==> src/rtl/vf_pkg.sv <==
`timescale 1ns/1ps
package vf_pkg;

  typedef enum logic [2:0] {
    ST_IDLE,
    ST_READ0,
    ST_READ1,
    ST_READ2,
    ST_READ3,
    ST_DONE
  } vfState_t;

  // control-to-datapath strobes
  typedef struct packed {
    logic       latchReq;
    logic       rd;
    logic [1:0] byteSel;
    logic       capMarker;
    logic       capExt;
    logic       capHigh;
    logic       finish;
  } vfStrobe_t;

endpackage

==> src/rtl/vf_ctrl.sv <==
`timescale 1ns/1ps
module vf_ctrl
  import vf_pkg::*;
(
  input  logic      clk,
  input  logic      rst,
  input  logic      anyReq,
  output vfStrobe_t strb
);

  vfState_t state, stateNext;

  always_ff @(posedge clk) begin
    if (rst) state <= ST_IDLE;
    else     state <= stateNext;
  end

  always_comb begin
    stateNext = state;
    strb      = '0;
    unique case (state)
      ST_IDLE: begin
        strb.latchReq = anyReq;
        if (anyReq) stateNext = ST_READ0;
      end
      ST_READ0: begin
        strb.rd      = 1'b1;
        strb.byteSel = 2'd0;
        stateNext    = ST_READ1;
      end
      ST_READ1: begin
        strb.rd        = 1'b1;
        strb.byteSel   = 2'd1;
        strb.capMarker = 1'b1;
        stateNext      = ST_READ2;
      end
      ST_READ2: begin
        strb.rd      = 1'b1;
        strb.byteSel = 2'd2;
        strb.capExt  = 1'b1;
        stateNext    = ST_READ3;
      end
      ST_READ3: begin
        strb.rd      = 1'b1;
        strb.byteSel = 2'd3;
        strb.capHigh = 1'b1;
        stateNext    = ST_DONE;
      end
      ST_DONE: begin
        strb.finish = 1'b1;
        stateNext   = ST_IDLE;
      end
      default: stateNext = ST_IDLE;
    endcase
  end


  start_needs_req_chk: assert property (@(posedge clk) disable iff (rst)
    (state == ST_READ0) |-> ($past(anyReq) && $past(state) == ST_IDLE));


  idle_quiet_chk: assert property (@(posedge clk) disable iff (rst)
    (state == ST_IDLE && !$past(anyReq)) |-> !strb.rd);

endmodule

==> src/rtl/vf_datapath.sv <==
`timescale 1ns/1ps
module vf_datapath
  import vf_pkg::*;
#(
  parameter int unsigned DATA_W      = 8,
  parameter int unsigned ADDR_W      = 24,
  parameter int unsigned NUM_ENTRIES = 32,
  parameter int unsigned IDX_W       = 5,
  parameter int unsigned TABLE_BASE  = 32'h0000_8000,
  parameter int unsigned MARKER      = 32'h82
) (
  input  logic                   clk,
  input  logic                   rst,
  input  vfStrobe_t              strb,
  input  logic [NUM_ENTRIES-1:0] reqLines,
  input  logic [DATA_W-1:0]      memData,
  output logic                   anyReq,
  output logic                   memRd,
  output logic [ADDR_W-1:0]      memAddr,
  output logic                   done,
  output logic                   resetReq,
  output logic [ADDR_W-1:0]      target,
  output logic [IDX_W-1:0]       entryIdx
);

  localparam int unsigned PAD_W    = ADDR_W - IDX_W - 2;
  localparam logic [ADDR_W-1:0] BASE_A = ADDR_W'(TABLE_BASE);
  localparam logic [ADDR_W-1:0] END_A  = ADDR_W'(TABLE_BASE + 4 * NUM_ENTRIES);
  localparam logic [DATA_W-1:0] MARK_B = DATA_W'(MARKER);

  logic [IDX_W-1:0]  winner;
  logic [IDX_W-1:0]  idxQ;
  logic              markerOkQ;
  logic [DATA_W-1:0] extQ, highQ;

  // lowest-numbered pending line wins
  always_comb begin
    winner = '0;
    for (int i = NUM_ENTRIES - 1; i >= 0; i--) begin
      if (reqLines[i]) winner = IDX_W'(i);
    end
  end

  assign anyReq  = |reqLines;
  assign memRd   = strb.rd;
  assign memAddr = BASE_A + {{PAD_W{1'b0}}, idxQ, strb.byteSel};

  always_ff @(posedge clk) begin
    if (rst) begin
      idxQ      <= '0;
      markerOkQ <= 1'b0;
      extQ      <= '0;
      highQ     <= '0;
    end else begin
      if (strb.latchReq)  idxQ      <= winner;
      if (strb.capMarker) markerOkQ <= (memData == MARK_B);
      if (strb.capExt)    extQ      <= memData;
      if (strb.capHigh)   highQ     <= memData;
    end
  end

  always_ff @(posedge clk) begin
    if (rst) begin
      done     <= 1'b0;
      resetReq <= 1'b0;
      target   <= '0;
      entryIdx <= '0;
    end else begin
      done     <= strb.finish &  markerOkQ;
      resetReq <= strb.finish & ~markerOkQ;
      if (strb.finish) entryIdx <= idxQ;
      if (strb.finish && markerOkQ) target <= {extQ, highQ, memData};
    end
  end


  read_in_table_chk: assert property (@(posedge clk) disable iff (rst)
    memRd |-> (memAddr >= BASE_A && memAddr < END_A));


  addr_step_chk: assert property (@(posedge clk) disable iff (rst)
    (memRd && $past(memRd)) |-> (memAddr == $past(memAddr) + 1'b1));


  one_result_chk: assert property (@(posedge clk) disable iff (rst)
    $onehot0({done, resetReq}));


  result_lat_chk: assert property (@(posedge clk) disable iff (rst)
    (done || resetReq) |-> ($past(memRd, 2) && !$past(memRd, 1)));


  pulse_len_chk: assert property (@(posedge clk) disable iff (rst)
    (done || resetReq) |=> !(done || resetReq));

endmodule

==> src/rtl/irq_vector_fetch.sv <==
`timescale 1ns/1ps
module irq_vector_fetch
  import vf_pkg::*;
#(
  parameter int unsigned DATA_W      = 8,
  parameter int unsigned NUM_ENTRIES = 32,
  parameter int unsigned TABLE_BASE  = 32'h0000_8000,
  parameter int unsigned MARKER      = 32'h82,
  localparam int unsigned ADDR_W     = 3 * DATA_W,
  localparam int unsigned IDX_W      = $clog2(NUM_ENTRIES)
) (
  input  logic                   clk,
  input  logic                   rst,
  input  logic [NUM_ENTRIES-1:0] reqLines,
  output logic                   memRd,
  output logic [ADDR_W-1:0]      memAddr,
  input  logic [DATA_W-1:0]      memData,
  output logic                   done,
  output logic                   resetReq,
  output logic [ADDR_W-1:0]      target,
  output logic [IDX_W-1:0]       entryIdx
);

  vfStrobe_t strb;
  logic      anyReq;

  vf_ctrl u_ctrl (
    .clk    (clk),
    .rst    (rst),
    .anyReq (anyReq),
    .strb   (strb)
  );

  vf_datapath #(
    .DATA_W      (DATA_W),
    .ADDR_W      (ADDR_W),
    .NUM_ENTRIES (NUM_ENTRIES),
    .IDX_W       (IDX_W),
    .TABLE_BASE  (TABLE_BASE),
    .MARKER      (MARKER)
  ) u_dp (
    .clk      (clk),
    .rst      (rst),
    .strb     (strb),
    .reqLines (reqLines),
    .memData  (memData),
    .anyReq   (anyReq),
    .memRd    (memRd),
    .memAddr  (memAddr),
    .done     (done),
    .resetReq (resetReq),
    .target   (target),
    .entryIdx (entryIdx)
  );

endmodule

==> config.mk <==
export PLATFORM = sky130hd
export DESIGN_NAME = irq_vector_fetch
export DESIGN_NICKNAME = d
export VERILOG_FILES = /design/src/rtl/vf_pkg.sv /design/src/rtl/vf_ctrl.sv /design/src/rtl/vf_datapath.sv /design/src/rtl/irq_vector_fetch.sv
export SDC_FILE = /design/constraint.sdc
export NUM_CORES = 1
export LEC_CHECK = 0
export BUFFER_PORTS_ARGS = -buffer_cell sky130_fd_sc_hd__buf_2
export CELL_PAD_IN_SITES_DETAIL_PLACEMENT = 0
export CELL_PAD_IN_SITES_GLOBAL_PLACEMENT = 1
export CORE_AREA = 4 4 113 72
export CTS_BUF_LIST = sky130_fd_sc_hd__clkbuf_4 sky130_fd_sc_hd__clkbuf_8 sky130_fd_sc_hd__clkbuf_16
export DETAILED_ROUTE_END_ITERATION = 6
export DIE_AREA = 0 0 117 76
export PLACE_DENSITY = 0.89
export SLEW_MARGIN = 0
export SYNTH_ARGS = -nofsm -noshare
export SYNTH_HDL_FRONTEND = slang
export SYNTH_SLANG_ARGS = --single-unit
==> constraint.sdc <==
create_clock -name clk -period 2.1 [get_ports clk]
set_input_delay 0 -clock clk [delete_from_list [all_inputs] [get_ports clk]]
set_output_delay 0 -clock clk [all_outputs]
set_load 0.03 [all_outputs]
==> flow_metrics.py, run 1 <==
metrics = {
    "timing": {
        "final-hold-violation-count": 0,
        "tns_ns": 0,
        "setup_viol": 0,
        "setup_slack_ns": 0.293,
        "rsz0062_at_grt": "false",
        "fin_crit_sh": 0.861,
        "hold_slack_ns": 0.00702,
        "period_minus_slack_ns": 1.81,
        "drv_slew": 0,
        "fin_skew_ns": 0.00384,
        "max_freq_mhz": 553,
        "relSlewSlack": 0.611,
        "tightest_slew_ns": 0.582,
    },
    "synth": {
        "synth.distinct_cells": 46,
        "syn_inst": 320,
        "seq_area_frac_synth": 0.434,
        "ys.warnings.count": 0,
        "syn-cell-area_um2": 2580,
        "synth-seq-cells": 56,
        "syn_avg_cell_area_um2": 8.07,
    },
    "worst_setup_path": {
        "cp_cell_sequence": "nand3b_1, nand2_1, buf_2",
        "cp.depth": 3,
        "worstPathArrival_ns": 1.81,
        "crit_end": "memAddr[1]",
        "slowest_stage": "dfxtp_1",
        "r2r_start": "u_ctrl.state[2]",
        "crit_path_end_kind": "primary output",
        "reg2regPathDepth": 4,
        "reg2reg_slack_ns": 0.50,
        "critPathKind": "reg -> out",
        "path_buf_inv": 1,
        "crit_required_ns": 2.10,
        "startpoint_type": "register",
        "worstReg2RegEnd": "u_dp.idxQ[0]",
        "crit_start": "u_ctrl.state[0]",
        "crit_path_max_incr_delay_ns": 0.56,
        "crit_family": "simple AND/OR/NAND/NOR gates",
        "cp_max_fo": 10,
    },
    "layout": {
        "final_util": 0.440,
        "insertedDiodeCount": 0,
        "layout_common_cells": "80 x buf_2, 71 x nand2_1, 56 x dfxtp_1",
        "fill_cells": 728,
        "layout_commonest_cell": "buf_2",
        "design_area_um2": 3120,
        "final_cells": 481,
        "area_delta_synth_final_pct": 20.7,
        "drive_above_1_share": 0.251,
        "final_net_count": 433,
    },
    "clock_network": {
        "numCtsBuffers": 5,
        "cts.sinks": 56,
        "worst_skew_pair.late_latency_ns": 0.28,
        "clk_pin_slew_worst_paths_ns": 0.07,
        "cts_tree": "done",
        "cts_setup_buffers": 0,
        "cts_buffer_depth": 2,
        "htreeDepth": 2,
        "cts-root-buf": "clkbuf_16",
    },
    "power": {
        "power.density_nw_per_um2": 897,
        "finalPower_mw": 2.80,
        "p_leak_nw": 1.40,
        "ir_drop_mv": 0.444,
    },
    "grt": {
        "grt.overflow.total": 0,
        "grt_max_degree": 53,
        "grt_first_pass_wirelength_um": 10500,
        "antenna_found_initial": 0,
        "grt_use_total": 0.143,
        "grt_pass1_vias": 2171,
    },
    "route": {
        "drt_iter0_drc": 123,
        "vias": 2351,
        "drcViolationCount": 0,
        "vias_per_cell": 4.89,
        "wl_per_cell_um": 13.7,
        "first_pass_iters": 4,
        "routed_wl_um": 6580,
        "ant_nets": 0,
    },
    "placement": {
        "place_congestion": 0.731,
        "place_inst": 474,
        "dp_slack_ns": 0.525,
        "detailed_place_hpwl_um": 4960,
        "port-buffer-count": 80,
        "placed_cell_area_um2": 2950,
    },
    "worst_hold_path": {
        "hp-class": "in -> reg",
        "holdCritStartpoint": "memData[5]",
    },
    "status": {
        "status": "completed",
    },
    "floorplanning": {
        "core_um2": 7090,
        "die_h_um": 76,
        "rows": 24,
        "fp.dieArea_um2": 8890,
        "start_util": 0.364,
        "die_x_um": 117,
        "io_pins": 98,
    },
    "flow_run": {
        "cap_viol_max_count": 0,
    },
}
flip-flops by register name, summed over array words and instances (netlist names):
register        flops
u_dp.target        24
u_dp.entryIdx       5
u_dp.resetReq       1
u_dp.extQ           8
u_dp.highQ          8
u_dp.done           1
u_dp.idxQ           5
u_ctrl.state        3
u_dp.markerOkQ      1
logic make-up after synthesis:
logic type / count (synthesis) / synth area share
xor gates and xnor gates: 3 / 0.0102
buffers and inverters: 43 / 0.0979
other: 2 / 0.00291
and+or+nand+nor: 139 / 0.260
AOI/OAI and AO/OA: 65 / 0.149
DFF: 56 / 0.434
muxes: 12 / 0.0465
Yosys cell counts (all sizes together):
cell,instances,share of area
o21ai,7,0.015
o31ai,2,0.0058
and2,1,0.0024
buf,28,0.076
nor3b,1,0.0029
clkbuf,7,0.010
nand4,2,0.0048
mux2i,12,0.047
nand2,71,0.10
or2,1,0.0024
xnor2,3,0.010
nand2b,2,0.0048
o211a,1,0.0039
a221oi,1,0.0034
a211o,1,0.0034
nor3,5,0.014
nor2b,2,0.0048
o311ai,1,0.0034
o211ai,1,0.0029
a211oi,2,0.0058
or3,2,0.0048
a21oi,40,0.078
a2111oi,1,0.0034
nand3,3,0.0058
conb,2,0.0029
nor4b,2,0.0068
or4,2,0.0058
o21a,3,0.0087
nor4,10,0.036
o21bai,1,0.0029
inv,8,0.012
a32o,1,0.0039
a41o,1,0.0039
nor2,32,0.047
and3,1,0.0024
a31oi,2,0.0048
dfxtp,56,0.43
nand3b,2,0.011
tightest hold or removal path, cell delays in order:
cell and delay (ns):
buf_2 0.13, nand2_1 0.06, a21oi_1 0.05
where the power goes:
part           switching (mW)  leakage, nW  total, mW  internal (mW)
clock                   0.358       0.0757      0.908          0.550
combinational           0.429        0.873      0.660          0.230
sequential             0.0921        0.452       1.23           1.14
worst min-delay path by stage:
stage / endpoint / slack, ns / cells past startpoint
final: u_dp.highQ[5] / 0.007 / 3
after CTS: u_dp.highQ[7] / 0.0005 / 3
after floorplan: u_dp.highQ[0] / 0.14 / 2
after global routing: u_dp.highQ[2] / 0.003 / 3
after detailed placement: u_dp.highQ[3] / 0.30 / 3
after global placement: u_dp.highQ[3] / 0.30 / 3
area by class of cell:
type / count / area (um^2) / share of cell area
well taps: 91 / 114 / 0.0365
clock buffers: 5 / 125 / 0.0401
inverters: 8 / 30.0 / 0.00963
flip-flops and latches: 56 / 1120 / 0.360
clock inverters: 1 / 30.0 / 0.00963
repair buffers: 84 / 433 / 0.139
multi-input cells: 236 / 1260 / 0.406
timing repair:
item	in CTS	in global routing
resized for setup	0	0
hold buffers	1	0
endpoints found under the hold margin	1	0
metal layers:
| layer | GRT usage | share of wire |
|---|---|---|
| met1 | 0.218 | 0.50 |
| met2 | 0.202 | 0.42 |
| met3 | 0.0484 | 0.076 |
| met4 | 0.0160 | 0.0044 |
| met5 | 0 | 0 |
Note: power is estimated with default switching activity, not from simulation.
==> inputs of run 2 (changes only) <==
MAX_ROUTING_LAYER = met4   (was default)
==> flow_metrics.py, run 2 (same netlist as run 1, synthesis figures left out) <==
metrics = {
    "worst_setup_path": {
        "crit_path_max_incr_delay_ns": 0.56,
        "crit_required_ns": 2.10,
        "slowest_stage": "dfxtp_1",
        "critPathKind": "reg -> out",
        "cp_max_fo": 10,
        "startpoint_type": "register",
        "crit_path_end_kind": "primary output",
        "worstPathArrival_ns": 1.81,
        "cp_cell_sequence": "nand3b_1, nand2_1, buf_2",
    },
    "clock_network": {
        "ctsResizeCount": 0,
        "worst_skew_pair.late_latency_ns": 0.28,
        "cts_setup_buffers": 0,
        "hold_buffers": 1,
        "cts_buffer_depth": 2,
        "cts-root-buf": "clkbuf_16",
        "numCtsBuffers": 5,
        "htreeDepth": 2,
        "clk_pin_slew_worst_paths_ns": 0.07,
        "cts.sinks": 56,
        "cts_tree": "done",
    },
    "layout": {
        "insertedDiodeCount": 0,
        "final_net_count": 433,
        "area_delta_synth_final_pct": 20.7,
        "final_util": 0.440,
        "largest_reg_flops": 24,
        "layout_commonest_cell": "buf_2",
        "layout_common_cells": "80 x buf_2, 71 x nand2_1, 56 x dfxtp_1",
        "regMostFlops": "u_dp.target",
        "largestRegisters": "u_dp.target x24, u_dp.extQ x8, u_dp.highQ x8",
        "drive_above_1_share": 0.251,
    },
    "floorplanning": {
        "rows": 24,
        "die_x_um": 117,
        "core_um2": 7090,
        "fp.dieArea_um2": 8890,
        "io_pins": 98,
        "start_util": 0.364,
        "die_h_um": 76,
    },
    "power": {
        "finalPower_mw": 2.80,
        "p_leak_nw": 1.40,
        "power.density_nw_per_um2": 897,
        "ir_drop_mv": 0.444,
    },
    "flow_run": {
        "cap_viol_max_count": 0,
    },
    "grt": {
        "grt_use_total": 0.147,
        "grt.overflow.total": 0,
        "grt_max_degree": 53,
        "antenna_found_initial": 0,
        "grt_pass1_vias": 2177,
        "grt_first_pass_wirelength_um": 10500,
    },
    "placement": {
        "port-buffer-count": 80,
        "dp_slack_ns": 0.525,
        "detailed_place_hpwl_um": 4960,
        "place_congestion": 0.740,
    },
    "route": {
        "routed_wl_um": 6580,
        "vias_per_cell": 4.88,
        "vias": 2349,
        "wl_per_cell_um": 13.7,
        "ant_nets": 0,
        "drcViolationCount": 0,
        "first_pass_iters": 4,
        "drt_iter0_drc": 124,
    },
    "timing": {
        "drv_slew": 0,
        "tightest_slew_ns": 0.582,
        "setup_slack_ns": 0.293,
        "rsz0062_at_grt": "false",
        "fin_crit_sh": 0.860,
        "period_minus_slack_ns": 1.81,
        "relSlewSlack": 0.611,
        "max_freq_mhz": 553,
        "final-hold-violation-count": 0,
        "tns_ns": 0,
        "fin_skew_ns": 0.00396,
        "setup_viol": 0,
    },
    "worst_hold_path": {
        "hp-class": "in -> reg",
    },
    "status": {
        "status": "completed",
    },
}
run 2: critical path, delay by kind of cell, from the launching register on:
kind	cells	cell delay [ns]
buf+inv	1	0.23
flops	1	0.56
simple gates	2	0.74
run 2: metrics by stage:
step	std cells	hold slack [ns]	cell area, um^2
2_1_floorplan	335	0.136	2640
3_3_place_gp	474	0.297	2950
3_5_place_dp	474	0.299	2950
4_1_cts	481	0.000474	3120
5_1_grt	481	0.00268	3120
6_report	481	0.00701	3120
run 2: worst paths after layout:
kind	from	endpoint	slack [ns]	cells after the start
worst min register to register	u_dp.markerOkQ	u_dp.resetReq	0.44	1
worst min-delay path	memData[5]	u_dp.highQ[5]	0.007	3
worst max register to register	u_ctrl.state[2]	u_dp.idxQ[0]	0.50	4
worst max-delay path	u_ctrl.state[0]	memAddr[1]	0.29	3
run 2: metal layers:
metal	up-vias	global-route usage	part of all wire
li1	1194	-	-
met2	66	0.202	0.42
met1	1083	0.221	0.51
met3	6	0.0437	0.070
met5	-	-	0
met4	0	0.0160	0.0044
run 2: final cells by class:
| type | count | area [um^2] |
|---|---|---|
| clock buffer | 5 | 125 |
| multi-input combinational | 236 | 1260 |
| sequential | 56 | 1120 |
| tap | 91 | 114 |
| timing repair buffer | 84 | 433 |
| inverter | 8 | 30.0 |
| clock inverter | 1 | 30.0 |
| fill | 728 | 3970 |
run 2: power breakdown:
part | internal [mW] | switching [mW] | total (mW)
Sequential | 1.14 | 0.0921 | 1.23
Combinational | 0.230 | 0.429 | 0.660
Clock | 0.550 | 0.358 | 0.908
